--- config.mk ---
export PLATFORM = sky130hd
export DESIGN_NAME = line_switch_ctrl
export DESIGN_NICKNAME = d
export VERILOG_FILES = /design/src/rtl/lsw_pkg.sv /design/src/rtl/lsw_guard.sv /design/src/rtl/lsw_cmd_latch.sv /design/src/rtl/line_switch_ctrl.sv
export SDC_FILE = /design/constraint.sdc
export NUM_CORES = 1
export LEC_CHECK = 0
export CAP_MARGIN = 25
export CORE_AREA = 2 2 39 41
export DETAILED_ROUTE_END_ITERATION = 10
export DIE_AREA = 0 0 41 43
export DONT_BUFFER_PORTS = 1
export PLACE_DENSITY_LB_ADDON = 0.12
export SETUP_SLACK_MARGIN = 0.4
export SLEW_MARGIN = 20
export SYNTH_ARGS = -nofsm -noshare
export SYNTH_HDL_FRONTEND = slang
export SYNTH_SLANG_ARGS = --single-unit
--- constraint.sdc ---
create_clock -name clk -period 1.5 [get_ports clk]
set_clock_uncertainty 0.15 [all_clocks]
set_input_delay 0.225 -clock clk [delete_from_list [all_inputs] [get_ports clk]]
set_output_delay 0.225 -clock clk [all_outputs]
set_load 0.02 [all_outputs]
--- src/rtl/lsw_pkg.sv ---
package lsw_pkg;

    localparam int CMD_W  = 3;
    localparam int NUM_SW = 10;

    typedef enum logic [CMD_W-1:0] {
        ST_OFF      = 3'd0,
        ST_TALK     = 3'd1,
        ST_RING     = 3'd2,
        ST_TOUT     = 3'd3,
        ST_TIN      = 3'd4,
        ST_TIN_TOUT = 3'd5,
        ST_GEN      = 3'd6,
        ST_TOUT_GEN = 3'd7
    } lsw_state_e;

    // Switch masks, bit k closes switch k+1.
    localparam logic [NUM_SW-1:0] M_TALK = 10'b00_0000_0011;
    localparam logic [NUM_SW-1:0] M_RING = 10'b00_0000_1100;
    localparam logic [NUM_SW-1:0] M_TOUT = 10'b00_0011_0000;
    localparam logic [NUM_SW-1:0] M_GEN  = 10'b00_1100_0000;
    localparam logic [NUM_SW-1:0] M_TIN  = 10'b11_0000_0000;

    function automatic logic lsw_legal(input logic [NUM_SW-1:0] m);
        return (m == '0) || (m == M_TALK) || (m == M_RING) ||
               (m == M_TOUT) || (m == M_GEN) || (m == M_TIN) ||
               (m == (M_TIN | M_TOUT)) || (m == (M_TOUT | M_GEN));
    endfunction

endpackage

--- src/rtl/lsw_guard.sv ---
module lsw_guard (
    input  logic clk,
    input  logic rst_n,
    input  logic supply_ok_i,
    input  logic latch_en_i,
    input  logic bat_hi_i,
    input  logic bat_lo_i,
    output logic blocked_o,
    output logic bat_ok_o
);

    logic lock_q;
    logic bat_q;

    // Lockout arms on a bad supply, disarms once the enable is seen low.
    always_ff @(posedge clk or negedge rst_n) begin
        if (!rst_n)            lock_q <= 1'b1;
        else if (!supply_ok_i) lock_q <= 1'b1;
        else if (!latch_en_i)  lock_q <= 1'b0;
    end

    // Battery hysteresis: loss flag wins, restore flag re-arms.
    assign bat_ok_o = bat_hi_i ? 1'b0 : (bat_lo_i ? 1'b1 : bat_q);

    always_ff @(posedge clk or negedge rst_n) begin
        if (!rst_n) bat_q <= 1'b0;
        else        bat_q <= bat_ok_o;
    end

    assign blocked_o = !supply_ok_i || (lock_q && latch_en_i);


    lockout_hold_chk: assert property (@(posedge clk) disable iff (!rst_n)
        (supply_ok_i && latch_en_i && !$past(supply_ok_i)) |-> blocked_o);

endmodule

--- src/rtl/lsw_cmd_latch.sv ---
module lsw_cmd_latch #(
    parameter int W = 3
) (
    input  logic         clk,
    input  logic         rst_n,
    input  logic         latch_en_i,
    input  logic         supply_ok_i,
    input  logic [W-1:0] cmd_i,
    output logic [W-1:0] eff_cmd_o
);

    logic [W-1:0] held_q;

    always_ff @(posedge clk or negedge rst_n) begin
        if (!rst_n)            held_q <= '0;
        else if (!supply_ok_i) held_q <= '0;
        else if (!latch_en_i)  held_q <= cmd_i;
    end

    assign eff_cmd_o = latch_en_i ? held_q : cmd_i;


    held_stable_chk: assert property (@(posedge clk) disable iff (!rst_n)
        (latch_en_i && supply_ok_i) |=> $stable(held_q));

endmodule

--- src/rtl/line_switch_ctrl.sv ---
module line_switch_ctrl
    import lsw_pkg::*;
#(
    parameter bit EN_TOUT_GEN = 1'b1
) (
    input  logic              clk,
    input  logic              rst_n,
    input  logic [CMD_W-1:0]  cmd_i,
    input  logic              latch_en_i,
    input  logic              supply_ok_i,
    input  logic              bat_hi_i,
    input  logic              bat_lo_i,
    input  logic              therm_fault_i,
    input  logic              tsd_n_i,
    output logic [NUM_SW-1:0] sw_en_o,
    output logic              therm_stat_o
);

    lsw_state_e       state_q, state_d, code7_state;
    logic [CMD_W-1:0] eff_cmd;
    logic             blocked, bat_ok, force_off;
    logic             therm_stat_q;

    lsw_guard u_guard (
        .clk        (clk),
        .rst_n      (rst_n),
        .supply_ok_i(supply_ok_i),
        .latch_en_i (latch_en_i),
        .bat_hi_i   (bat_hi_i),
        .bat_lo_i   (bat_lo_i),
        .blocked_o  (blocked),
        .bat_ok_o   (bat_ok)
    );

    lsw_cmd_latch #(.W(CMD_W)) u_latch (
        .clk        (clk),
        .rst_n      (rst_n),
        .latch_en_i (latch_en_i),
        .supply_ok_i(supply_ok_i),
        .cmd_i      (cmd_i),
        .eff_cmd_o  (eff_cmd)
    );

    generate
        if (EN_TOUT_GEN) begin : g_tout_gen
            assign code7_state = ST_TOUT_GEN;
        end else begin : g_no_tout_gen
            assign code7_state = ST_OFF;
        end
    endgenerate

    assign force_off = blocked || !bat_ok || therm_fault_i || !tsd_n_i;

    always_comb begin
        if (force_off) begin
            state_d = ST_OFF;
        end else begin
            unique case (eff_cmd)
                3'd0:    state_d = ST_OFF;
                3'd1:    state_d = ST_TALK;
                3'd2:    state_d = ST_RING;
                3'd3:    state_d = ST_TOUT;
                3'd4:    state_d = ST_TIN;
                3'd5:    state_d = ST_TIN_TOUT;
                3'd6:    state_d = ST_GEN;
                default: state_d = code7_state;
            endcase
        end
    end

    always_ff @(posedge clk or negedge rst_n) begin
        if (!rst_n) begin
            state_q      <= ST_OFF;
            therm_stat_q <= 1'b1;
        end else begin
            state_q      <= state_d;
            therm_stat_q <= !therm_fault_i;
        end
    end

    always_comb begin
        unique case (state_q)
            ST_OFF:      sw_en_o = '0;
            ST_TALK:     sw_en_o = M_TALK;
            ST_RING:     sw_en_o = M_RING;
            ST_TOUT:     sw_en_o = M_TOUT;
            ST_TIN:      sw_en_o = M_TIN;
            ST_TIN_TOUT: sw_en_o = M_TIN | M_TOUT;
            ST_GEN:      sw_en_o = M_GEN;
            ST_TOUT_GEN: sw_en_o = M_TOUT | M_GEN;
            default:     sw_en_o = '0;
        endcase
    end

    assign therm_stat_o = therm_stat_q;


    legal_mask_chk: assert property (@(posedge clk) disable iff (!rst_n)
        lsw_legal(sw_en_o));


    therm_off_chk: assert property (@(posedge clk) disable iff (!rst_n)
        therm_fault_i |=> (sw_en_o == '0));


    pin_off_chk: assert property (@(posedge clk) disable iff (!rst_n)
        !tsd_n_i |=> (sw_en_o == '0));


    supply_off_chk: assert property (@(posedge clk) disable iff (!rst_n)
        !supply_ok_i |=> (sw_en_o == '0));


    bat_off_chk: assert property (@(posedge clk) disable iff (!rst_n)
        bat_hi_i |=> (sw_en_o == '0));


    therm_stat_chk: assert property (@(posedge clk) disable iff (!rst_n)
        therm_fault_i |=> !therm_stat_o);

endmodule

* Word-level counts from Yosys, hierarchy flattened
Memories as Yosys holds them, arrays and structs flattened.
Cells that the tools add are included.
** Storage, ports and cells
- Register bits after elaboration :: 9
- Bits in latches :: 0
- Memory bits (writable) :: 0
- Bits in read-only memories :: 80
- Word-level logic and storage cells :: 31
- Memories kept :: 1
** Operators by class
- Add/subtract/negate cells :: 0
- Multiply operators :: 0
- Div/mod/pow operators :: 0
- Order comparisons :: 0
- Equality and inequality tests :: 7
- Shift operators :: 0
- Mux-type cells :: 8
- Bitwise operators :: 0
- Reductions and logical operators :: 10
** Memories
- (no name shown) :: words 8, width 10, rd ports 1, clocked after Yosys merged registers in 0, wr ports 0, RTL line line_switch_ctrl.sv:82 : unique case (state_q)
** Operator list (count)
- $pmux 3 s7 :: 1
- $eq 3x3->1 const B :: 3
- $mux 3 :: 3
- $eq 3x2->1 const B :: 2
- $logic_not 1->1 :: 4
- $logic_or 1x1->1 :: 4
- $mux 1 :: 4
- $eq 3x1->1 const B :: 1
- $logic_not 3->1 :: 1
- $ne 2x2->1 const B :: 1
- $logic_and 1x1->1 :: 1

* Depth between registers and ports, before layout
- Depth after elaboration :: 7
- Gate-level depth with buffers :: 2
- Gate-level depth less buffers :: 2

* Hierarchy
From an unflattened synthesis, not the netlist that was laid out.
** Unflattened totals
- Cell total of the unflattened synthesis :: 33
- Area total of the unflattened synthesis :: 435.4 um2
** Modules (own cells, without submodules)
- line_switch_ctrl :: instances 1, cells each 19, area an instance 212.7 um2, seq. area each 101.3 um2
- lsw_cmd_latch :: instances 1, cells each 9, area an instance 141.4 um2, seq. area each 75.1 um2
- lsw_guard :: instances 1, cells each 5, area an instance 81.3 um2, seq. area each 51.3 um2

* Least setup slack after synthesis
OpenSTA, ideal clock, no wires.
- Kind :: flip-flop to output port
- Start :: reg state_q[1]
- End :: out sw_en_o[1]
- Arrival :: 1.249 ns
- Data required time :: 1.125 ns
- Setup slack :: -0.124 ns
- Cell stages (with the launch flop) :: 3
- Cells stage by stage :: dfrtp_1 > nor3b_1 > buf_4
** Between the ends
- Longest elaborated chain between the ends :: 1
** RTL lines
- start, declared :: RTL line line_switch_ctrl.sv:19 : lsw_state_e state_q, state_d, code7_state;
- start signal, assigned :: RTL line line_switch_ctrl.sv:76 : state_q <= state_d;
- $mem_v2 8x10
- end, declared :: RTL line line_switch_ctrl.sv:15 : output logic [NUM_SW-1:0] sw_en_o,
Every way passes these cells.

* Final worst setup path
Same ends and word-level chain as after synthesis.

==> impl.org <==
** Global routing
- All-Layer GR Usage :: roughly 9.8%
- Entering global routing, the biggest net connects 10 pins.
- First-pass GRT wire length :: between 1000 and 1500 um
- The number of global-route vias before repair came to about 290.
- Total congestion overflow :: 0
- Number of antenna violations at the first check in global routing :: 0

** Pwr
- Sum of internal, switching and leakage power :: 0.487 mW
- Standby leakage power :: 0.227 nW
- IR analysis of the VDD net gives a maximum drop of ~440 uV.
- In this run the power density over the cells is 944 mW/mm^2.

** Synth
- The netlist uses 14 different library cells.
- Average cell area after synthesis :: 12.2 um^2
- Post-synthesis instance area :: 404 um^2
- Gate Count Post-Synth :: 33
- The synthesized design contains 9 register bits.
- Syn_nets :: 44
- Proportion of synthesized chip area in sequential cells :: 56.3%
- Yosys printed 0 warnings.

** Clock tree
- Number of levels the H-tree was split into :: 1
- Clock latency on the worst-skew pair, taken at its later pin, is 0.26 ns.
- CTS Buffer Depth :: 2
- Total CTS buffers :: 3
- The tree is rooted in a sky130_fd_sc_hd__clkbuf_4.
- The clock net in this run drives a total of 9 sinks.
- CTS tree :: done
- Clock-pin slew was measured on the worst setup and hold paths at roughly 0.060 ns.

** Drt
- First-iteration detailed-routing DRC count :: 0
- Across all layers, the routed design uses 252 vias.
- Number of design rule violations left after detail routing :: 0
- For this run, the detailed router's first-pass iteration total came to 1.
- Remaining number of nets flagged by the antenna check after routing :: 0
- Ratio of routed vias to standard cells :: 4.75
- WL/cell :: 13.5 um
- Post-detailed-routing wire length :: 717 um

** Critical path
- Maximum fanout count along the critical path :: 5
- Type of the worst setup path :: flip-flop to primary output
- Broken down by cell family, the worst path's largest delay share belongs to flip-flops.
- For the worst setup path, the data arrival time is 1.08 ns.
- Path length in cells of the critical path :: 2
- Element type at the critical path end :: primary output
- The critical path goes through nor3b_4 > buf_6.
- Largest stage delay on the critical path :: around 0.45 ns
- Worst path slowest cell :: sky130_fd_sc_hd__dfrtp_2
- Required time of the worst setup path :: 1.12 ns
- Number of buffers and inverters on the critical path :: 1
- Worst Setup Start Kind :: flip-flop
- The number of cells on the worst reg-to-reg path is 2.

** Timing
- Fin. Hold Viols :: 1
- Worst hold margin :: -0.00105 ns
- Max-slew violation total from the final report :: 0
- For the final routed database, the setup TNS stands at 0 ns.
- Setup repair after global routing could not meet its margin everywhere.
- Max_slew headroom :: a little over 70%
- Slew @ Worst Pin :: about 0.41 ns
- F_max :: 688 MHz
- Final critical path time including I/O delays and setup :: about 1.5 ns
- Across all setup checks in the final design, the least slack found is ~0.046 ns.
- After layout, the worst path uses a little over nine tenths of the clock period.
- Setup violations remaining at the end of the flow were counted as 0.

** Final layout
- Post-layout net count :: just under 50
- After the flow finishes, the layout carries non-filler instances totaling between 50 and 60.
- Compared with the post-synthesis result, the final layout area differs by 27.6%.
- Commonest cells after routing, fill and taps aside :: 5 x sky130_fd_sc_hd__dfrtp_1, 3 x sky130_fd_sc_hd__clkbuf_4, 3 x sky130_fd_sc_hd__dlygate4sd3_1
- The repair_antennas step left the layout with diodes totalling 0.
- Most common cell after layout, fill and taps aside :: sky130_fd_sc_hd__dfrtp_1
- Layout cells sized above 1 :: 56.8%
- Final std cell area, no fill :: between 500 and 600 um^2
- The filler cells instantiated in the layout total 139.

** Floorplan
- In this run the count of I/O pins placed on the die edge is 22.
- The die covers 0.00176 mm^2.
- Floorplan core area :: around 0.0014 mm^2
- From bottom edge to top edge, the die measures approximately 43 um.
- The initialized floorplan defines 14 standard-cell rows.
- Once the floorplan was initialized, standard cells occupied 29.2% of the core.
- The die is about 40 um wide.

** Run status
- The flow ran to the end, but the final reports show violations.
- Failing checks :: negative hold slack

** Placed design
- Placed Cells :: 46
- Standard cell area after detailed placement :: 437 um^2
- I/O Buffers :: 0
- OpenSTA, run right after detailed placement, puts the worst setup slack at 0.307 ns.
- The congestion estimate from routability-driven global placement came to 0.652.
- DPL Wire Length :: 563 um

** Hold path
- Worst Hold Class :: primary input to flip-flop
- Along the worst hold path, the cell count comes to 2.

** Job
- The tool flagged a number of max-cap violations equal to 0.
[repair_timing]
item / 4_1_cts / 5_1_grt
setup buffers: 0 / 0
resized for setup: 2 / 3
pin swaps: 1 / 0
gates cloned: 0 / 0
hold endpoints to repair: 14 / 0
endpoints found under the setup margin: 11 / 13
hold buffers: 3 / 0
[routing by layer]
layer  up-vias  GRT usage (%)  routed length [um]
li1        116              -                   -
met1       116           11.3                 274
met2        20           14.4                 360
met3         0           4.19                  82
met4         0           6.00                   0
met5         -              0                   0
[state kept, by name, summed over array words and instances (netlist names)]
signal          cells
u_guard.lock_q      1
u_guard.bat_q       1
state_q             3
therm_stat_o        1
u_latch.held_q      3
[path summary, 6_finish.rpt]
kind | to | slack, ns | startpoint
worst min register to register | u_guard.bat_q | 0.37 | u_guard.bat_q
worst min-delay path | u_guard.bat_q | -0.001 | bat_lo_i
worst max-delay path | sw_en_o[1] | 0.05 | state_q[1]
max in group asynchronous | therm_stat_o | 0.69 | rst_n
min in group asynchronous | state_q[0] | 0.18 | rst_n
worst max register to register | state_q[1] | 0.44 | u_guard.lock_q
[metrics by stage]
| stage | hold slack, ns | utilization (%) |
|---|---|---|
| floorplan | -0.221 | - |
| global placement | -0.220 | 31.6 |
| detailed placement | -0.220 | 31.6 |
| CTS | -0.00596 | 36.3 |
| global route | 0.0162 | 37.3 |
| finish | -0.00105 | 37.3 |
[cells by family (layout without fill, tap and decap cells)]
group                  after synthesis  count (layout)  share of synthesized area (%)
AOI/OAI and AO/OA                    3               3                           6.19
buffers and inverters                7              11                           11.1
muxes                                3               3                           7.43
and+or+nand+nor                     11              11                           18.9
DFF                                  9               9                           56.3
[cells in the mapped netlist]
cell type                  instances  area share [%]
sky130_fd_sc_hd__buf_4             5             9.3
sky130_fd_sc_hd__inv_1             2             1.9
sky130_fd_sc_hd__nor3b_1           2             3.7
sky130_fd_sc_hd__nor4_1            3             4.6
sky130_fd_sc_hd__nand2b_1          1             1.5
sky130_fd_sc_hd__o21a_1            1             1.9
sky130_fd_sc_hd__mux2i_1           3             7.4
sky130_fd_sc_hd__dfrtp_1           7              43
sky130_fd_sc_hd__and2_1            1             1.5
sky130_fd_sc_hd__a21bo_2           1             2.5
sky130_fd_sc_hd__o21bai_1          1             1.9
sky130_fd_sc_hd__and2b_2           2             4.3
sky130_fd_sc_hd__nor2b_1           2             3.1
sky130_fd_sc_hd__dfstp_2           2              13
[final cells by class]
class / count / area [um^2] / area share, %
sequential: 9 / 230 / 44.7
clock inverter: 1 / 5.00 / 0.971
inverter: 2 / 7.51 / 1.46
clock buffer: 3 / 22.5 / 4.37
timing repair buffer: 5 / 52.6 / 10.2
multi-input combinational: 17 / 178 / 34.5
tap: 16 / 20.0 / 3.88
[power by group]
part / internal (mW) / switching [mW] / total, mW
combinational: 0.0212 / 0.0201 / 0.0413
clock: 0.0982 / 0.0849 / 0.183
sequential: 0.256 / 0.00665 / 0.262
Note: power is estimated with default switching activity, not from simulation.
